## src/rtl/vb_pkg.sv

```systemverilog
`timescale 1ns/1ps
package vb_pkg;
  // Index of the lowest set bit; 0 when the vector is empty.
  function automatic int unsigned lowest_set(input logic [31:0] v);
    int unsigned r;
    r = 0;
    for (int i = 31; i >= 0; i--) begin
      if (v[i]) r = i;
    end
    return r;
  endfunction
endpackage

```

## src/rtl/vb_tag_array.sv

```systemverilog
`timescale 1ns/1ps
module vb_tag_array #(
  parameter int ADDR_W  = 8,
  parameter int ENTRIES = 4,
  localparam int IDX_W  = $clog2(ENTRIES)
) (
  input  logic               clk,
  input  logic               rst,
  input  logic [ADDR_W-1:0]  cmp_addr,
  input  logic               wr_en,
  input  logic [IDX_W-1:0]   wr_slot,
  input  logic [ADDR_W-1:0]  wr_tag,
  input  logic               clr_en,
  input  logic [IDX_W-1:0]   clr_slot,
  output logic [ENTRIES-1:0] valid_vec,
  output logic [ENTRIES-1:0] match_vec
);
  logic [ADDR_W-1:0] tag_q [ENTRIES];
  logic [ENTRIES-1:0] valid_q;

  assign valid_vec = valid_q;

  generate
    for (genvar g = 0; g < ENTRIES; g++) begin : g_cmp
      assign match_vec[g] = valid_q[g] && (tag_q[g] == cmp_addr);

      always_ff @(posedge clk) begin
        if (wr_en && wr_slot == IDX_W'(g)) tag_q[g] <= wr_tag;
      end

      always_ff @(posedge clk) begin
        if (rst) valid_q[g] <= 1'b0;
        else if (wr_en && wr_slot == IDX_W'(g)) valid_q[g] <= 1'b1;
        else if (clr_en && clr_slot == IDX_W'(g)) valid_q[g] <= 1'b0;
      end
    end
  endgenerate

  AST_SINGLE_MATCH: assert property (@(posedge clk) disable iff (rst)
    $onehot0(match_vec));
endmodule

```

## src/rtl/vb_repl.sv

```systemverilog
`timescale 1ns/1ps
module vb_repl #(
  parameter int ENTRIES = 4,
  localparam int IDX_W  = $clog2(ENTRIES)
) (
  input  logic               clk,
  input  logic               rst,
  input  logic [ENTRIES-1:0] valid_vec,
  input  logic               upd_en,
  input  logic [IDX_W-1:0]   upd_slot,
  output logic [IDX_W-1:0]   pick_slot
);
  // Write-age rank per entry: 0 = newest, ENTRIES-1 = oldest.
  logic [IDX_W-1:0] rank_q [ENTRIES];
  logic all_valid;

  assign all_valid = &valid_vec;

  always_comb begin
    pick_slot = '0;
    if (!all_valid) begin
      pick_slot = IDX_W'(vb_pkg::lowest_set(32'(~valid_vec)));
    end else begin
      for (int i = 0; i < ENTRIES; i++) begin
        if (rank_q[i] == IDX_W'(ENTRIES - 1)) pick_slot = IDX_W'(i);
      end
    end
  end

  always_ff @(posedge clk) begin
    if (rst) begin
      for (int i = 0; i < ENTRIES; i++) rank_q[i] <= IDX_W'(i);
    end else if (upd_en) begin
      for (int i = 0; i < ENTRIES; i++) begin
        if (IDX_W'(i) == upd_slot) rank_q[i] <= '0;
        else if (rank_q[i] < rank_q[upd_slot]) rank_q[i] <= rank_q[i] + 1'b1;
      end
    end
  end

  AST_PICK_FREE_SLOT: assert property (@(posedge clk) disable iff (rst)
    !all_valid |-> !valid_vec[pick_slot]);
endmodule

```

## src/rtl/vb_line_store.sv

```systemverilog
`timescale 1ns/1ps
module vb_line_store #(
  parameter int DATA_W  = 32,
  parameter int ENTRIES = 4,
  localparam int IDX_W  = $clog2(ENTRIES)
) (
  input  logic              clk,
  input  logic              we,
  input  logic [IDX_W-1:0]  waddr,
  input  logic [DATA_W-1:0] wdata,
  input  logic              re,
  input  logic [IDX_W-1:0]  raddr,
  output logic [DATA_W-1:0] rdata
);
  logic [DATA_W-1:0] mem [ENTRIES];

  always_ff @(posedge clk) begin
    if (we) mem[waddr] <= wdata;
    if (re) rdata <= mem[raddr];
  end
endmodule

```

## src/rtl/victim_buffer.sv

```systemverilog
`timescale 1ns/1ps
module victim_buffer #(
  parameter int ADDR_W  = 8,
  parameter int DATA_W  = 32,
  parameter int ENTRIES = 4,
  localparam int IDX_W  = $clog2(ENTRIES)
) (
  input  logic              clk,
  input  logic              rst,
  input  logic              evict_valid,
  input  logic [ADDR_W-1:0] evict_addr,
  input  logic [DATA_W-1:0] evict_data,
  input  logic              lookup_valid,
  input  logic [ADDR_W-1:0] lookup_addr,
  input  logic              swap_valid,
  input  logic [ADDR_W-1:0] swap_addr,
  input  logic [DATA_W-1:0] swap_data,
  output logic              resp_valid,
  output logic              resp_hit,
  output logic [DATA_W-1:0] resp_data,
  output logic              fwd_valid,
  output logic [ADDR_W-1:0] fwd_addr
);
  logic [ENTRIES-1:0] valid_vec, match_vec;
  logic [IDX_W-1:0]   hit_slot, pick_slot, wr_slot;
  logic               any_hit, do_ins, do_swap, do_free, wr_en;
  logic [ADDR_W-1:0]  wr_tag;
  logic [DATA_W-1:0]  wr_data;

  assign any_hit  = |match_vec;
  assign hit_slot = IDX_W'(vb_pkg::lowest_set(32'(match_vec)));
  assign do_ins   = evict_valid && !lookup_valid;
  assign do_swap  = lookup_valid && any_hit && swap_valid;
  assign do_free  = lookup_valid && any_hit && !swap_valid;
  assign wr_en    = do_ins || do_swap;
  assign wr_slot  = do_swap ? hit_slot : pick_slot;
  assign wr_tag   = do_swap ? swap_addr : evict_addr;
  assign wr_data  = do_swap ? swap_data : evict_data;

  vb_tag_array #(.ADDR_W(ADDR_W), .ENTRIES(ENTRIES)) u_tags (
    .clk(clk), .rst(rst), .cmp_addr(lookup_addr),
    .wr_en(wr_en), .wr_slot(wr_slot), .wr_tag(wr_tag),
    .clr_en(do_free), .clr_slot(hit_slot),
    .valid_vec(valid_vec), .match_vec(match_vec)
  );

  vb_repl #(.ENTRIES(ENTRIES)) u_repl (
    .clk(clk), .rst(rst), .valid_vec(valid_vec),
    .upd_en(wr_en), .upd_slot(wr_slot), .pick_slot(pick_slot)
  );

  vb_line_store #(.DATA_W(DATA_W), .ENTRIES(ENTRIES)) u_store (
    .clk(clk), .we(wr_en), .waddr(wr_slot), .wdata(wr_data),
    .re(lookup_valid), .raddr(hit_slot), .rdata(resp_data)
  );

  always_ff @(posedge clk) begin
    if (rst) begin
      resp_valid <= 1'b0;
      resp_hit   <= 1'b0;
      fwd_valid  <= 1'b0;
      fwd_addr   <= '0;
    end else begin
      resp_valid <= lookup_valid;
      resp_hit   <= lookup_valid && any_hit;
      fwd_valid  <= lookup_valid && !any_hit;
      if (lookup_valid) fwd_addr <= lookup_addr;
    end
  end

  AST_RESP_ONE_CYCLE: assert property (@(posedge clk) disable iff (rst)
    resp_valid |-> $past(lookup_valid));
  AST_FWD_ONLY_ON_MISS: assert property (@(posedge clk) disable iff (rst)
    fwd_valid |-> (resp_valid && !resp_hit));
  AST_SWAP_KEEPS_COUNT: assert property (@(posedge clk) disable iff (rst)
    do_swap |=> $countones(valid_vec) == $past($countones(valid_vec)));
  AST_FREE_DROPS_ONE: assert property (@(posedge clk) disable iff (rst)
    do_free |=> $countones(valid_vec) + 1 == $past($countones(valid_vec)));
endmodule

```

## config.mk

```make
export PLATFORM = sky130hd
export DESIGN_NAME = victim_buffer
export DESIGN_NICKNAME = d
export VERILOG_FILES = /design/src/rtl/vb_pkg.sv /design/src/rtl/vb_tag_array.sv /design/src/rtl/vb_repl.sv /design/src/rtl/vb_line_store.sv /design/src/rtl/victim_buffer.sv
export SDC_FILE = /design/constraint.sdc
export NUM_CORES = 1
export LEC_CHECK = 0
export BUFFER_PORTS_ARGS = -buffer_cell sky130_fd_sc_hd__buf_2
export CORE_MARGIN = 1
export CORE_UTILIZATION = 38
export DETAILED_ROUTE_END_ITERATION = 16
export SYNTH_ARGS = -nofsm -noshare
export SYNTH_HDL_FRONTEND = slang
export SYNTH_SLANG_ARGS = --single-unit
```

## constraint.sdc

```tcl
create_clock -name clk -period 5.03 [get_ports clk]
set_input_delay 0 -clock clk [delete_from_list [all_inputs] [get_ports clk]]
set_output_delay 0 -clock clk [all_outputs]
set_load 0.02 [all_outputs]
```

Yosys cells after proc, flatten, opt, wreduce, memory -nomap -nowiden
Memories as Yosys holds them, arrays and structs flattened. A register that Yosys moved wholly into a read port is not among the register bits. Cells that the tools add are included.

Bits in registers: 15. RAM bits: 168. Input port bits: 93. Logic and storage cells: 192. Memories: 3.

Memories: u_store.mem (words 4, width 32, read ports 1, clocked after memory_dff 1, write ports 1, RTL line vb_line_store.sv:15) `logic [DATA_W-1:0] mem [ENTRIES];`; u_tags.tag_q (words 4, width 8, read ports 4, clocked after memory_dff 0, write ports 1, RTL line vb_tag_array.sv:18) `logic [ADDR_W-1:0] tag_q [ENTRIES];`; u_repl.rank_q (words 4, width 2, read ports 5, clocked after memory_dff 0, write ports 4, RTL line vb_repl.sv:14) `logic [IDX_W-1:0] rank_q [ENTRIES];`.

Add/subtract/negate cells: 4. $lt $le $gt $ge: 4. Eq/ne operators: 16. Mux-type cells: 116. Bitwise logic cells: 9. Reduce and logical (&&, ||, !) cells: 32.

Operator list (count): 2-bit 2-to-1 mux (51); 1-bit 2-to-1 mux (60); 8-bit == test (4); 32-bit 2-to-1 mux (1); 8-bit 2-to-1 mux (4); 4-bit NOT with 32-bit output (1); 8-bit OR reduction (3); 1-bit logical AND (17); 2-bit == test (second input constant) (7); 2-bit by 1-bit adder with 2-bit output (second input constant) (4); 2-bit < comparator (4); 1-bit OR (8); 2-bit nonzero test (4); 2-bit by 1-bit == test with 1-bit output (second input constant) (2); 2-bit == test (first input constant) (2); 2-bit logical NOT (2); 4-bit AND reduction (1); 4-bit OR reduction (1); 1-bit logical NOT (3); 1-bit by 2-bit == test with 1-bit output (first input constant) (1); 1-bit logical OR (1).

Longest topological paths before layout
Gate-level depths: netlist of the first run.

Word-level depth: 43. Gate-level depth with buffers: 11. Mapped depth without buffers: 10.

Cells and area by module
From an unflattened synthesis of the first run, not the netlist that was laid out.

Cells, all modules: 474. Area, all modules: 8986.1 µm².

Modules (own cells, without submodules): vb_line_store (times used 1, cells an instance 203, area an instance 5650.4 µm²); vb_tag_array (times used 1, cells an instance 108, area an instance 1612.8 µm²); victim_buffer (times used 1, cells an instance 89, area an instance 952.2 µm²); vb_repl (times used 1, cells an instance 74, area an instance 770.7 µm²).

Worst setup path after synthesis of the first run
Ideal clock, no wire load.

Path kind: register to register. Start point: mem u_tags.tag_q[2][7]. End point: mem u_repl.rank_q[2][0] (netlist name), enable pin. Data arrival time: 3012 ps. Required time: 4729 ps. Path slack: 1717 ps. Cell stages (with the launch flop): 11. Buffers on the path: 1. Path through: edfxtp_1 -> xnor2_2 -> nand3_1 -> or3_2 -> and4_1 -> nand2b_1 -> buf_1 -> o21ai_1 -> nand2_1 -> inv_1 -> a311o_1.

RTL lines (RTL line): start, declared (vb_tag_array.sv:18); end, declared (vb_repl.sv:14).

==> reports/summary.md, run 1 <==
Outcome
- finished, final reports clean — outcome

Logic synthesis
- 545 — number of cells produced by synthesis
- 200 — Post-synth EDFFs
- 16.1 um2 — mean instance size in the synthesized netlist
- 0 — Synth async-reset ratio
- 59 — count of cell types in the netlist
- sky130_fd_sc_hd__edfxtp_1 — dominant cell type by area after synthesis
- sky130_fd_sc_hd__edfxtp_1 68%, sky130_fd_sc_hd__mux2_2 5.3%, sky130_fd_sc_hd__dfxtp_1 3.4% — top area cells in the synthesized netlist
- 215 — Synth Register Bits
- sky130_fd_sc_hd__edfxtp_1 — Post-synth top flop
- 641 — Synthesized Nets
- 0.719 — share of synthesized area occupied by flip-flops and latches
- 0.684 — proportion of netlist area held by the largest area contributor
- 0 — Syn. warnings
- 8780 um2 — Mapped Area

Placed design
- 135 — PortBufs
- 11500 um — HPWL after detailed placement
- 1580 ps — dpl ws
- 0.831 — routability-driven placement congestion ratio

STA
- 0 — final hold violation count
- 0.291 GHz — Highest Clock Rate
- false — setup repair after global routing missed its margin
- 0 — Final setup viols
- 0 ps — setup tns final
- 3440 ps — Min Clock Period, post-route
- 0 — number of slew-limit violations in the final report
- 1030 ps — transition time of the tightest slew-check pin
- 1590 ps — post-layout worst setup margin
- 0.313 — relative slew slack
- 14.9 ps — Max Clock Skew
- 0.684 — period utilisation layout

Clock network
- 60 ps — Clock transition at path regs
- 22 — Inserted Clock Buffers
- 0 — post-cts gate resize count
- 0 — Post-CTS Repair Setup Buffers
- 99 — hold bufs inserted after CTS
- 1 — H-tree depth
- 500 ps — later-pin clock latency in the skew report
- 3 — maximum number of buffers from clock root to sink
- sky130_fd_sc_hd__clkbuf_16 — Root Buffer Master
- 215 — Sinks on Clock Net
- yes — TritonCTS clock tree

Routing
- 19400 um — DRT Wirelength
- 0 — final routed DRC violation total
- 5 — number of optimization iterations in the first detailed-route pass
- 319 — violation count after the first detailed-route iteration
- 5.14 — Vias per Instance
- 0 — Post-DRT Antenna Nets
- 18.0 um — Routed WL per cell
- 5544 — via count

Cells and area
- 0.308 — fraction of layout cells with a size suffix above 1
- 0 — antenna cells
- 30.1% — growth of design area from synthesis to finish
- 873 — Final nets
- 0.504 — final core area utilization

Floorplan
- 154 um — die outline height
- 23700 um2 — area of the die
- 136 — io pins
- 22600 um2 — core outline area
- 55 — row count
- 0.388 — effective utilization at floorplan
- 154 um — Die W

GRT
- 0.162 — Overall Global Routing Usage
- 0 — initial antenna violation count
- 45 — maximum number of pins on one net before global-route repair
- 29800 um — global-route wire length before repair
- 0 — total gr overflow
- 5701 — vias in the first global route

Worst hold path
- input pin to flip-flop — Min-Delay Path Class

Pwr
- 4.22 nW — leakage power
- 344 nW/um2 — Cell Pwr Density
- 0.000211 V — worst vdd ir

Setup path
- 3640 ps — critical path data arrival time
- flip-flop — nature of the critical path endpoint
- 41 — crit-path max FO
- 5230 ps — required time reported for the critical path endpoint
- flip-flop to flip-flop — critical path type
- flip-flop — startpoint kind of the worst setup timing path

Flow run
- 0 — Maximum Capacitance Violations

==> kinds of logic after synthesis <==
kind of cell,share of synthesized area
adders and majority gates,0.00813
and+or+nand+nor,0.0639
xor gates and xnor gates,0.0345
AOI/OAI and AO/OA,0.0786
muxes,0.0714
buffers and inverters,0.0250
DFF,0.719
==> per-layer routing <==
metal,GRT usage,vias to the layer above,share of wire
met1,0.200,2766,0.42
met3,0.0234,36,0.046
met5,0,-,0
li1,-,2591,-
met2,0.286,151,0.51
met4,0.0652,0,0.026
==> area by class of cell <==
type | instances | area (um2)
fillers | 1865 | 11200
multi-input cells | 287 | 2270
clock inverters | 17 | 168
well taps | 285 | 357
inverters | 13 | 48.8
repair buffers | 238 | 1700
clock buffers | 23 | 576
flip-flops and latches | 215 | 6310
==> layout by cell type (no fill, tap or decap), types with 16 or more instances in the layout <==
cell / Yosys / layout
sky130_fd_sc_hd__edfxtp_1: 200 / 200
sky130_fd_sc_hd__buf_2: 1 / 135
sky130_fd_sc_hd__dlygate4sd3_1: 0 / 99
sky130_fd_sc_hd__nand2_1: 45 / 45
sky130_fd_sc_hd__mux2_2: 41 / 41
sky130_fd_sc_hd__clkbuf_16: 0 / 23
sky130_fd_sc_hd__xnor2_1: 20 / 20
sky130_fd_sc_hd__nor2_1: 19 / 18
sky130_fd_sc_hd__a22o_1: 16 / 16
sky130_fd_sc_hd__a221o_1: 16 / 16
sky130_fd_sc_hd__a222oi_1: 16 / 16
==> registers in the layout (all words and copies together), names as in the netlist <==
signal,count
fwd_addr,8
fwd_valid,1
resp_hit,1
resp_valid,1
u_repl.rank_q,8
u_store.mem,128
u_store.rdata,32
u_tags.tag_q,32
u_tags.valid_vec,4
==> metrics by stage <==
step,area (um2),hold WS [ps],instances,total power [mW]
6_report,11400,101,1078,3.93
5_1_grt,11400,112,1078,4.06
4_1_cts,11400,69.3,1078,3.97
3_5_place_dp,9680,362,939,2.27
3_3_place_gp,9680,360,939,2.26
2_1_floorplan,8780,112,545,2.18
==> Yosys cell counts (all sizes together) (11+ instances only) <==
master / n
xnor2: 23
mux2i: 15
dfxtp: 15
clkbuf: 14
a221o: 16
edfxtp: 200
a22o: 16
mux2: 42
a222oi: 16
nand2: 46
a21oi: 11
inv: 13
nor2: 19
buf: 16
==> where the power goes <==
| part | internal [mW] | switching (mW) | total (mW) |
|---|---|---|---|
| clock network | 0.987 | 0.655 | 1.64 |
| registers | 2.00 | 0.0157 | 2.02 |
| logic | 0.135 | 0.137 | 0.272 |
| total | 3.12 | 0.808 | 3.93 |
==> path summary, 6_finish.rpt <==
kind	start	endpoint	cells past startpoint	slack (ps)
worst min-delay path	evict_valid	u_tags.valid_vec[2]	5	100
worst max register to register	u_tags.tag_q[2][3]	u_repl.rank_q[2][0]	9	1590
worst min register to register	u_store.mem[0][17]	u_store.rdata[17]	2	510
worst max-delay path	u_tags.tag_q[2][3]	u_repl.rank_q[2][0]	9	1590
==> critical path: stages, from the launching register on <==
cell and delay (ps):
sky130_fd_sc_hd__edfxtp_1 380, sky130_fd_sc_hd__xnor2_1 160, sky130_fd_sc_hd__nand4_1 150, sky130_fd_sc_hd__or3_2 550, sky130_fd_sc_hd__and4_1 270, sky130_fd_sc_hd__nand2b_2 190, sky130_fd_sc_hd__o21ai_1 290, sky130_fd_sc_hd__nand2_1 160
sky130_fd_sc_hd__inv_2 720, sky130_fd_sc_hd__a311o_1 260
(Power assumes the default switching activity.)
==> run 2: changes to the inputs <==
Clock period 5.03 ns to 3.1 ns, I/O delays scaled along.
==> run 2 against run 1 <==
Net effect:
- power rose by 58%
- non-clock buffer count rose by 16
- die area did not move
==> reports/summary.md, run 2 (synthesis results as in run 1) <==
STA
- 0 — Final setup viols, unchanged
- 14.0 ps — Max Clock Skew, was 14.9 ps
- 0.971 — period utilisation layout, was 0.684
- 124 ps — Worst Hold Slack, was 101 ps
- 0 — number of slew-limit violations in the final report, unchanged
- 0.329 — relative slew slack, was 0.313
- 0 — final hold violation count, unchanged
- 88.5 ps — post-layout worst setup margin, was 1590 ps
- 3010 ps — Min Clock Period, post-route, was 3440 ps
- 0 ps — setup tns final, unchanged
- false — setup repair after global routing missed its margin, unchanged
- 0.332 GHz — Highest Clock Rate, was 0.291 GHz
- 1000 ps — transition time of the tightest slew-check pin, was 1030 ps

Clock network
- 22 — Inserted Clock Buffers, unchanged
- sky130_fd_sc_hd__clkbuf_16 — Root Buffer Master, unchanged
- 500 ps — later-pin clock latency in the skew report, about the same
- 3 — maximum number of buffers from clock root to sink, unchanged
- yes — TritonCTS clock tree, unchanged
- 1 — H-tree depth, unchanged
- 215 — Sinks on Clock Net, unchanged
- 60 ps — Clock transition at path regs, about the same

GRT
- 0.171 — Overall Global Routing Usage, was 0.162
- 0 — total gr overflow, unchanged
- 5792 — vias in the first global route, was 5701
- 0 — initial antenna violation count, unchanged
- 31200 um — global-route wire length before repair, was 29800 um
- 44 — maximum number of pins on one net before global-route repair, was 45

Setup path
- 3260 ps — critical path data arrival time, was 3640 ps
- 3350 ps — required time reported for the critical path endpoint, was 5230 ps
- 9 — Worst Reg2Reg Path Length in Cells, unchanged
- flip-flop to flip-flop — critical path type, unchanged
- u_tags.tag_q[1][3] — startpoint of the worst register-to-register path, was u_tags.tag_q[2][3]
- u_repl.rank_q[0][0] — Crit Reg-Reg Endpoint, was u_repl.rank_q[2][0]
- 8 — crit-path max FO, was 41
- flip-flop — startpoint kind of the worst setup timing path, unchanged
- flip-flop — nature of the critical path endpoint, unchanged
- 90 ps — register-to-register path setup slack, was 1590 ps

Cells and area
- 31.8% — growth of design area from synthesis to finish, was 30.1%
- 0.511 — final core area utilization, was 0.504
- 0 — antenna cells, unchanged
- 6310 um2 — register cell area after layout, unchanged
- 1869 — Filler Cell Count, was 1865
- 200 x sky130_fd_sc_hd__edfxtp_1, 135 x sky130_fd_sc_hd__buf_2, 99 x sky130_fd_sc_hd__dlygate4sd3_1 — highest-count cells in the layout ignoring fill and taps, unchanged
- 128 — flip-flop count of the largest register after layout, unchanged
- u_store.mem x128, u_store.rdata x32, u_tags.tag_q x32 — registers with the most flip-flops, unchanged
- 889 — Final nets, was 873
- 2310 um2 — Multi-input gate area, was 2270 um2
- u_store.mem — Reg with most FFs, unchanged
- 0.323 — fraction of layout cells with a size suffix above 1, was 0.308
- sky130_fd_sc_hd__edfxtp_1 — commonest non-fill, non-tap cell in the layout, unchanged

Floorplan
- 22600 um2 — core outline area, unchanged
- 154 um — die outline height, unchanged
- 0.388 — effective utilization at floorplan, unchanged
- 55 — row count, unchanged
- 154 um — Die W, unchanged
- 136 — io pins, unchanged
- 23700 um2 — area of the die, unchanged

Placed design
- 11900 um — HPWL after detailed placement, was 11500 um
- 135 — PortBufs, unchanged
- 131 ps — dpl ws, was 1580 ps
- 0.804 — routability-driven placement congestion ratio, was 0.831

Routing
- 5604 — via count, was 5544
- 0 — final routed DRC violation total, unchanged
- 406 — violation count after the first detailed-route iteration, was 319
- 20200 um — DRT Wirelength, was 19400 um
- 18.5 um — Routed WL per cell, was 18.0 um
- 5 — number of optimization iterations in the first detailed-route pass, unchanged
- 0 — Post-DRT Antenna Nets, unchanged
- 5.14 — Vias per Instance, about the same

Pwr
- 0.000285 V — worst vdd ir, was 0.000211 V
- 6.20 mW — power consumption, was 3.93 mW
- 4.26 nW — leakage power, was 4.22 nW
- 536 nW/um2 — Cell Pwr Density, was 344 nW/um2

Worst hold path
- input pin to flip-flop — Min-Delay Path Class, unchanged
- evict_valid — hold_sp, unchanged
- 6 — cell depth of the worst min-delay path, was 5
- u_tags.valid_vec[3] — Hold Crit Endpoint, was u_tags.valid_vec[2]

Outcome
- finished, final reports clean — outcome, unchanged

Flow run
- 0 — Maximum Capacitance Violations, unchanged

run 2: changes by cell type in the layout (fill, tap and decap cells not counted), moves of 3 or more:
cell / previous run / this run
sky130_fd_sc_hd__buf_4: 4 / 16
sky130_fd_sc_hd__clkinv_2: 6 / 3
sky130_fd_sc_hd__inv_2: 4 / 0
sky130_fd_sc_hd__clkbuf_1: 0 / 3
sky130_fd_sc_hd__clkinvlp_4: 2 / 6
sky130_fd_sc_hd__buf_12: 0 / 4
run 2: worst max path at each step:
stage / end / depth (start not counted) / slack [ps] / from
after floorplan: u_repl.rank_q[2][0] / 10 / 110 / u_tags.tag_q[2][7]
after global placement: u_repl.rank_q[0][0] / 9 / 180 / u_tags.tag_q[1][1]
after detailed placement: u_repl.rank_q[1][1] / 9 / 130 / u_tags.tag_q[2][7]
after CTS: u_tags.valid_vec[2] / 8 / 60 / u_tags.tag_q[2][7]
after global routing: u_repl.rank_q[3][1] / 9 / 0.3 / u_tags.tag_q[0][6]
final: u_repl.rank_q[0][0] / 9 / 90 / u_tags.tag_q[1][3]
run 2: what timing repair did:
item / in CTS / in global routing
hold buffers: 99 / 0
buffers inserted: 0 / 3
endpoints found under the setup margin: 0 / 7
gates resized for setup: 0 / 7
endpoints found under the hold margin: 173 / 0
run 2: routing by layer:
layer | vias to the layer above | GRT usage | wire (um)
li1 | 2628 | - | -
met1 | 2787 | 0.210 | 8420
met2 | 163 | 0.307 | 10400
met3 | 26 | 0.0290 | 1020
met4 | 0 | 0.0495 | 343
met5 | - | 0 | 0
run 2: report_power, final:
group	total, mW	internal (mW)	switching (mW)
clock	2.47	1.43	1.04
combinational	0.458	0.230	0.228
sequential	3.28	3.25	0.0278
total	6.20	4.91	1.29
run 2: through the flow:
stage                     instance area [um2]  instances
after floorplan                          8790        545
after global placement                   9850        952
after detailed placement                 9850        952
after CTS                               11500       1088
after global routing                    11600       1091
final                                   11600       1091
run 2: worst max-delay path: stages, from the launching register on:
cell and delay [ps]:
sky130_fd_sc_hd__edfxtp_1 380, sky130_fd_sc_hd__xor2_1 190, sky130_fd_sc_hd__nand4b_1 210, sky130_fd_sc_hd__nor3_1 360, sky130_fd_sc_hd__o22ai_1 200, sky130_fd_sc_hd__or2_2 400, sky130_fd_sc_hd__and3_2 230, sky130_fd_sc_hd__o31a_1 340
sky130_fd_sc_hd__maj3_2 310, sky130_fd_sc_hd__nor4b_2 150
run 2: cell type report:
cell class	instances	area share
inverter	13	0.00552
clock inverter	11	0.00725
sequential	215	0.545
tap	285	0.0308
timing repair buffer	254	0.161
clock buffer	26	0.0507
multi-input combinational	287	0.199
